**config.mk**
```make
export PLATFORM = sky130hd
export DESIGN_NAME = nvm_sec_ctrl
export DESIGN_NICKNAME = d
export VERILOG_FILES = /design/src/rtl/nvm_sec_pkg.sv /design/src/rtl/sec_blank_check.sv /design/src/rtl/sec_session.sv /design/src/rtl/nvm_sec_ctrl.sv
export SDC_FILE = /design/constraint.sdc
export NUM_CORES = 1
export LEC_CHECK = 0
export BUFFER_PORTS_ARGS = -buffer_cell sky130_fd_sc_hd__buf_2
export CAP_MARGIN = 0
export CELL_PAD_IN_SITES_DETAIL_PLACEMENT = 2
export CELL_PAD_IN_SITES_GLOBAL_PLACEMENT = 2
export CORE_MARGIN = 3
export CORE_UTILIZATION = 20
export DETAILED_ROUTE_END_ITERATION = 12
export PLACE_DENSITY = 0.77
export SKIP_LAST_GASP = 1
export SLEW_MARGIN = 0
export SYNTH_ARGS = -nofsm -noshare
export SYNTH_HDL_FRONTEND = slang
export SYNTH_SLANG_ARGS = --single-unit
export TNS_END_PERCENT = 50
```
**constraint.sdc**
```tcl
create_clock -name clk -period 2.4 [get_ports clk]
set_input_delay 0.12 -clock clk [delete_from_list [all_inputs] [get_ports clk]]
set_output_delay 0.12 -clock clk [all_outputs]
set_load 0.01 [all_outputs]
```
**src/rtl/nvm_sec_pkg.sv**
```systemverilog
package nvm_sec_pkg;

    typedef enum logic [1:0] {
        SESS_EVAL   = 2'd0,
        SESS_CHECK  = 2'd1,
        SESS_LOCKED = 2'd2,
        SESS_OPEN   = 2'd3
    } sess_state_t;

    localparam logic [1:0] FIELD_UNLOCKED = 2'b10;

    typedef struct packed {
        logic done;
        logic pass;
    } bc_result_t;

    function automatic logic field_is_open(input logic [1:0] f);
        return f == FIELD_UNLOCKED;
    endfunction

endpackage

```
**src/rtl/sec_blank_check.sv**
```systemverilog
module sec_blank_check
    import nvm_sec_pkg::*;
#(
    parameter int WORDS  = 16,
    parameter int DATA_W = 8,
    parameter int AW     = 4
) (
    input  logic              clk,
    input  logic              rst,
    input  logic              start_i,
    output logic              req_o,
    output logic [AW-1:0]     addr_o,
    input  logic              ack_i,
    input  logic [DATA_W-1:0] rdata_i,
    output bc_result_t        res_o
);
    localparam logic [AW-1:0]     LAST_ADDR = AW'(WORDS - 1);
    localparam logic [DATA_W-1:0] ERASED    = '1;

    logic          busy_q;
    logic [AW-1:0] addr_q;
    bc_result_t    res_q;
    logic          word_bad;

    assign word_bad = rdata_i != ERASED;

    always_ff @(posedge clk) begin
        if (rst) begin
            busy_q <= 1'b0;
            addr_q <= '0;
            res_q  <= '0;
        end else begin
            res_q.done <= 1'b0;
            if (start_i && !busy_q) begin
                busy_q <= 1'b1;
                addr_q <= '0;
            end else if (busy_q && ack_i) begin
                if (word_bad) begin
                    busy_q     <= 1'b0;
                    res_q.done <= 1'b1;
                    res_q.pass <= 1'b0;
                end else if (addr_q == LAST_ADDR) begin
                    busy_q     <= 1'b0;
                    res_q.done <= 1'b1;
                    res_q.pass <= 1'b1;
                end else begin
                    addr_q <= addr_q + 1'b1;
                end
            end
        end
    end

    assign req_o  = busy_q;
    assign addr_o = addr_q;
    assign res_o  = res_q;

    assert_req_hold_R3: assert property (@(posedge clk) disable iff (rst)
        (req_o && !ack_i) |=> (req_o && $stable(addr_o)));

    assert_addr_range_R3: assert property (@(posedge clk) disable iff (rst)
        req_o |-> (int'(addr_o) < WORDS));

    assert_done_pulse_R4: assert property (@(posedge clk) disable iff (rst)
        res_o.done |=> !res_o.done);

    assert_fail_stops_R4: assert property (@(posedge clk) disable iff (rst)
        (req_o && ack_i && word_bad) |=> (!req_o && res_o.done && !res_o.pass));

endmodule

```
**src/rtl/sec_session.sv**
```systemverilog
module sec_session
    import nvm_sec_pkg::*;
(
    input  logic        clk,
    input  logic        rst,
    input  logic [1:0]  field_i,
    input  logic        special_i,
    input  bc_result_t  bc_res_i,
    output logic        start_o,
    output sess_state_t state_o
);
    logic [1:0]  field_q;
    logic        special_q;
    sess_state_t state_q;
    sess_state_t state_d;

    always_ff @(posedge clk) begin
        if (rst) begin
            field_q   <= field_i;
            special_q <= special_i;
        end
    end

    always_comb begin
        state_d = state_q;
        start_o = 1'b0;
        unique case (state_q)
            SESS_EVAL: begin
                if (field_is_open(field_q)) begin
                    state_d = SESS_OPEN;
                end else if (special_q) begin
                    state_d = SESS_CHECK;
                    start_o = 1'b1;
                end else begin
                    state_d = SESS_LOCKED;
                end
            end
            SESS_CHECK: begin
                if (bc_res_i.done) begin
                    state_d = bc_res_i.pass ? SESS_OPEN : SESS_LOCKED;
                end
            end
            SESS_LOCKED: state_d = SESS_LOCKED;
            SESS_OPEN:   state_d = SESS_OPEN;
            default:     state_d = SESS_EVAL;
        endcase
    end

    always_ff @(posedge clk) begin
        if (rst) begin
            state_q <= SESS_EVAL;
        end else begin
            state_q <= state_d;
        end
    end

    assign state_o = state_q;

    assert_locked_hold_R7: assert property (@(posedge clk) disable iff (rst)
        (state_q == SESS_LOCKED) |=> (state_q == SESS_LOCKED));

    assert_open_hold_R7: assert property (@(posedge clk) disable iff (rst)
        (state_q == SESS_OPEN) |=> (state_q == SESS_OPEN));

    assert_normal_no_check_R2: assert property (@(posedge clk) disable iff (rst)
        (state_q == SESS_EVAL && !special_q) |=> (state_q != SESS_CHECK));

endmodule

```
**src/rtl/nvm_sec_ctrl.sv**
```systemverilog
module nvm_sec_ctrl
    import nvm_sec_pkg::*;
#(
    parameter int  WORDS  = 16,
    parameter int  DATA_W = 8,
    localparam int AW     = (WORDS > 1) ? $clog2(WORDS) : 1
) (
    input  logic              clk,
    input  logic              rst,
    input  logic              special_i,
    input  logic [1:0]        sec_field_i,
    input  logic              burnin_byp_i,
    input  logic              scan_en_i,
    output logic              bc_req_o,
    output logic [AW-1:0]     bc_addr_o,
    input  logic              bc_ack_i,
    input  logic [DATA_W-1:0] bc_rdata_i,
    output logic              bc_done_o,
    output logic              bc_pass_o,
    input  logic [DATA_W-1:0] dbg_rdata_i,
    output logic [DATA_W-1:0] dbg_rdata_o,
    output logic              secured_o,
    output logic              dbg_full_o,
    output logic              array_block_o
);
    sess_state_t state;
    bc_result_t  bc_res;
    logic        bc_start;
    logic        sess_open;

    sec_session u_session (
        .clk       (clk),
        .rst       (rst),
        .field_i   (sec_field_i),
        .special_i (special_i),
        .bc_res_i  (bc_res),
        .start_o   (bc_start),
        .state_o   (state)
    );

    sec_blank_check #(
        .WORDS  (WORDS),
        .DATA_W (DATA_W),
        .AW     (AW)
    ) u_check (
        .clk     (clk),
        .rst     (rst),
        .start_i (bc_start),
        .req_o   (bc_req_o),
        .addr_o  (bc_addr_o),
        .ack_i   (bc_ack_i),
        .rdata_i (bc_rdata_i),
        .res_o   (bc_res)
    );

    assign sess_open     = (state == SESS_OPEN) && !rst;
    assign secured_o     = !burnin_byp_i && !sess_open;
    assign dbg_full_o    = burnin_byp_i || sess_open;
    assign array_block_o = scan_en_i;
    assign dbg_rdata_o   = (scan_en_i || secured_o) ? '0 : dbg_rdata_i;
    assign bc_done_o     = bc_res.done;
    assign bc_pass_o     = bc_res.pass;

    assert_bypass_wins_R10: assert property (@(posedge clk)
        burnin_byp_i |-> (!secured_o && dbg_full_o));

    assert_check_restrictive_R6: assert property (@(posedge clk) disable iff (rst)
        (bc_req_o && !burnin_byp_i) |-> (secured_o && !dbg_full_o));

    assert_scan_quiet_R8: assert property (@(posedge clk)
        scan_en_i |-> (array_block_o && dbg_rdata_o == '0));

endmodule

```
# --- Word-level counts from Yosys, hierarchy flattened ---
# Index checks and enable logic that the tools add are counted.
op_classes:
  eq_ne: 7
  n_reduce_logical: 19
  bitwise: 4
  muxes: 15
  n_addsub: 1
op_table:
  columns: ["op", "count"]
  rows:
  - ["2-bit two-way mux", 5]
  - ["1-bit two-way mux", 8]
  - ["8-bit two-way mux", 1]
  - ["8-bit != test, second input constant", 1]
  - ["2-bit case mux with 4 select lines", 1]
  - ["2-bit equality test, second input constant", 3]
  - ["3-bit AND reduction", 2]
  - ["4-bit by 1-bit adder with 4-bit output, second input constant", 1]
  - ["4-bit equality test, second input constant", 1]
  - ["1-bit logical AND", 4]
  - ["1-bit zero test", 4]
  - ["1-bit inverter", 4]
  - ["2-bit nonzero test", 2]
  - ["3-bit nonzero test", 1]
  - ["3-bit OR reduction", 1]
  - ["2-bit by 1-bit equality test with 1-bit output, second input constant", 1]
  - ["2-bit zero test", 1]
  - ["1-bit logical OR", 2]
  - ["2-bit by 1-bit != test with 1-bit output, second input constant", 1]
  - ["2-bit AND reduction", 1]
  - ["2-bit OR reduction", 1]
totals:
  input_bits: 24
  out_inout_bits: 18
  wordCells: 53
  register_bits: 12

# --- Depth between registers and ports, before layout ---
depth:
  ltp_word: 6
  mapped_depth: 5
  ltp_nobuf: 5

# --- Modules after synthesis ---
# Synthesis repeated with hierarchy kept, for this count alone.
hier_totals:
  cells_unflattened: 72
  area_unflattened_um2: 640.6
modules_own_cells:
  columns: ["mod", "area_each_um2", "cells_per_inst", "instances", "seq_area_each_um2"]
  rows:
  - ["sec_blank_check", 319.1, 37, 1, 140.1]
  - ["sec_session", 190.2, 14, 1, 130.1]
  - ["nvm_sec_ctrl", 131.4, 21, 1, 0.0]

# --- Least setup slack after synthesis ---
# OpenSTA, ideal clock, no wires.
synth_timing:
  path_kind: "register to register"
  startpoint: "reg u_check.addr_q[0] (netlist: u_check.addr_o[0])"
  endpoint: "reg u_check.addr_q[3] (netlist: u_check.addr_o[3])"
  synth_period_minus_slack_ps: 1722
  setup_ps: 70
  required_time_ps: 2330
  stages_incl_launch_ff: 6
  setup_slack_ps: 678
  arrival_time_ps: 1652
  n_path_buf: 0
  path_cell_list: "dfxtp_1 -> ha_1 -> and3_1 -> or4_4 -> or3_1 -> a21oi_1"
synth_via:
  elab_chain_len: 3
  elab_cells_between_ends: 4
  cone_classes: "add/sub (1); eq/ne (1); bitwise (1); reduce/logical (1)"
synth_lines:
  columns: ["item", "line_no", "text"]
  rows:
  - ["from (decl)", "sec_blank_check.sv:21", "logic [AW-1:0] addr_q;"]
  - ["from (signal assigned)", "sec_blank_check.sv:47", "addr_q <= addr_q + 1'b1;"]
  - ["parallel branches: the longest is 3 deep, another holds 4-bit by 1-bit adder with 4-bit output", null, null]
# Parallel ways; which one is timed is not known.
# A chain may end at the register's enable or synchronous reset.

# --- Worst setup path in the final report ---
# Ends and elaborated chain as after synthesis.

==> run metrics <==
clk sink count 12; vias in the first global route just under 700; clock tree from TritonCTS built; Hold Violations, Final 0; syn nets 88; clk buf depth 2; post-CTS setup buffer count 0; Initial Utilization roughly 22%; most frequent cells in the layout buf_2, dfxtp_1, and2_1; Internal Power 313.2 µW; Fin Setup TNS 0 ns; post-route cell area 838.3 µm²; CP Class reg -> reg; Max FO, Critical Path 4; placed cells 133; sequential-to-total area share from yosys stat 46.85%; yosys warns 0; final slew viol count 0; layout cells sized above 1 42.99%; Synth Register Bits 12; leading area contributor after synthesis dfxtp_1; Fill cells approximately 320; post_cts resized 0; Switch Pwr 108.2 µW; CP startpoint kind flip-flop; DRT iter0 DRCs 1; share of power burned in registers 53.9%; FP Rows 18; Syn Area/Cell 9.156 µm²; Die Area 0.003565 mm²; Core Util, Final 32.09%; Relative slew margins around 64%; crit path time final 1.782 ns; clock group share of total power 29.6%; commonest non-fill, non-tap cell in the layout buf_2; core area 0.002613 mm²; Post-Syn Area between 500 and 600 µm²; Data arrival, critical path 1.99 ns; transition time of the tightest slew-check pin 0.5368 ns; I/O pins 42; global-route wire length before repair 2663 µm; Root Driver clkbuf_4; 1st-pass router iterations 3; top cells by area, synth dfxtp_1, edfxtp_1, and2_1, nor2_1, nor3_1; Port Buffers a little over 40; Vert. Die Dim between 50 and 60 µm; final setup violation count 0; clock slew at reported path FFs around 0.080 ns; drt drc 0; cts hold-fix bufs 0; # diodes 0; highest clock rate 0.5612 GHz; Power Total approximately 420 µW; leakage 0.0004083 µW; fin nets ~130; unrepaired setup endpoints after global routing false; Hold Path Class in -> reg; synth unique cells 27; drt via density 4.664; Antenna Nets Post-Route 0; period utilization 74.25%; Synth Instances 63; Num CTS Buffers 3; Comb pwr share 16.5%; Peak VDD IR roughly 0.36 mV; Max Cap Viol 0; fin cells 137; Setup crit end kind flip-flop; post-synth top area share 31.24%; dpl hpwl 1481 µm; largest net degree at the start of global routing 11; status finished clean; H-tree depth 1; Layout area overhead 45.34%; Pwr Density 502.7 mW/mm²; clock skew approximately 0.0059 ns; routed len/inst ~13 µm; initial antenna violation count 0; drt total wl 1722 µm; grt ovf 0; Placement Cell Area ~810 µm²; Sw Ratio 25.67%; Crit path required time 2.61 ns; total global-route track usage under 10%; GPL Wtd Cong 0.7673; Die Wd 59.71 µm; clock latency on the worst-skew pair 0.27 ns; DR vias about 640
-- metrics by stage --
| step | setup slack (ns) | hold WS (ns) |
|---|---|---|
| 2_1_floorplan | 0.6784 | 0.1924 |
| 4_1_cts | 0.6026 | 0.007688 |
| 3_3_place_gp | 0.6922 | 0.2984 |
| 6_report | 0.6180 | 0.02037 |
| 3_5_place_dp | 0.6192 | 0.3015 |
| 5_1_grt | 0.5358 | 0.009030 |
-- worst max-delay path, cell delays in order, from the launching register on --
cell and delay (ns):
dfxtp_1 0.35, ha_1 0.22, and3_1 0.23, or4_4 0.44, or3_1 0.35, a21oi_1 0.13
-- final timing paths --
path	slack, ns	endpoint	startpoint	depth (start not counted)
worst min-delay path	0.02	u_session.field_q[0]	sec_field_i[0]	1
worst max register to register	0.62	u_check.addr_o[3]	u_check.addr_o[0]	5
worst max-delay path	0.62	u_check.addr_o[3]	u_check.addr_o[0]	5
worst min register to register	0.52	u_check.addr_o[3]	u_check.addr_o[3]	2
-- Yosys cell counts --
cell type and n:
dfxtp_1 9, and2_1 8, nor2_1 7, inv_1 5, nor3_1 5, a21oi_1 3
edfxtp_1 3, a31oi_1 2, o21ai_0 2, or3_1 2, a21o_1 1, and3_1 1
buf_4 1, ha_1 1, mux2i_1 1, nand2_1 1, nand2b_1 1, nand3_1 1
nand4_1 1, nand4_2 1, nor3b_1 1, nor4_1 1, nor4b_1 1, nor4bb_1 1
o22ai_1 1, or4_4 1, xnor2_1 1
-- power by group through the flow --
stage	Clock [µW]	Combinational, µW	Sequential [µW]
4_1_cts	134	71.9	227
5_1_grt	141	78.6	228
2_1_floorplan	0	32.9	231
3_3_place_gp	0	68.2	231
6_report	125	69.6	227
3_5_place_dp	0	71.2	232
-- state kept, by name, indices dropped and copies added, names as in the netlist --
register	count
u_check.req_o	1
u_check.addr_o	4
u_session.state_o	2
u_session.field_q	2
u_session.special_q	1
u_check.res_o	2
-- layout make-up --
type                    instances  area, µm²  area share (%)
multi-input cells              45      280.3           33.43
flip-flops and latches         12      270.3           32.24
repair buffers                 41      205.2           24.48
well taps                      30      37.54           4.478
clock buffers                   3      22.52           2.687
inverters                       5      18.77           2.239
clock inverters                 1      3.754          0.4478
-- cells by family after synthesis --
kind of cell    share of synthesized area, %
mux                                    1.735
compound gates                         8.894
flops                                  46.85
fa+ha+maj                              2.169
xor+xnor                               1.519
buf+inv                                4.556
simple gates                           34.28
-- per-layer routing --
metal  track usage [%]  vias to the layer above  share of wire (%)
met4             3.797                        0                1.1
met2             20.52                       37                 51
li1                  -                      311                  -
met1             8.443                      289                 36
met5                 0                        -                  0
met3             2.592                        2                 12
(Power assumes the default switching activity.)
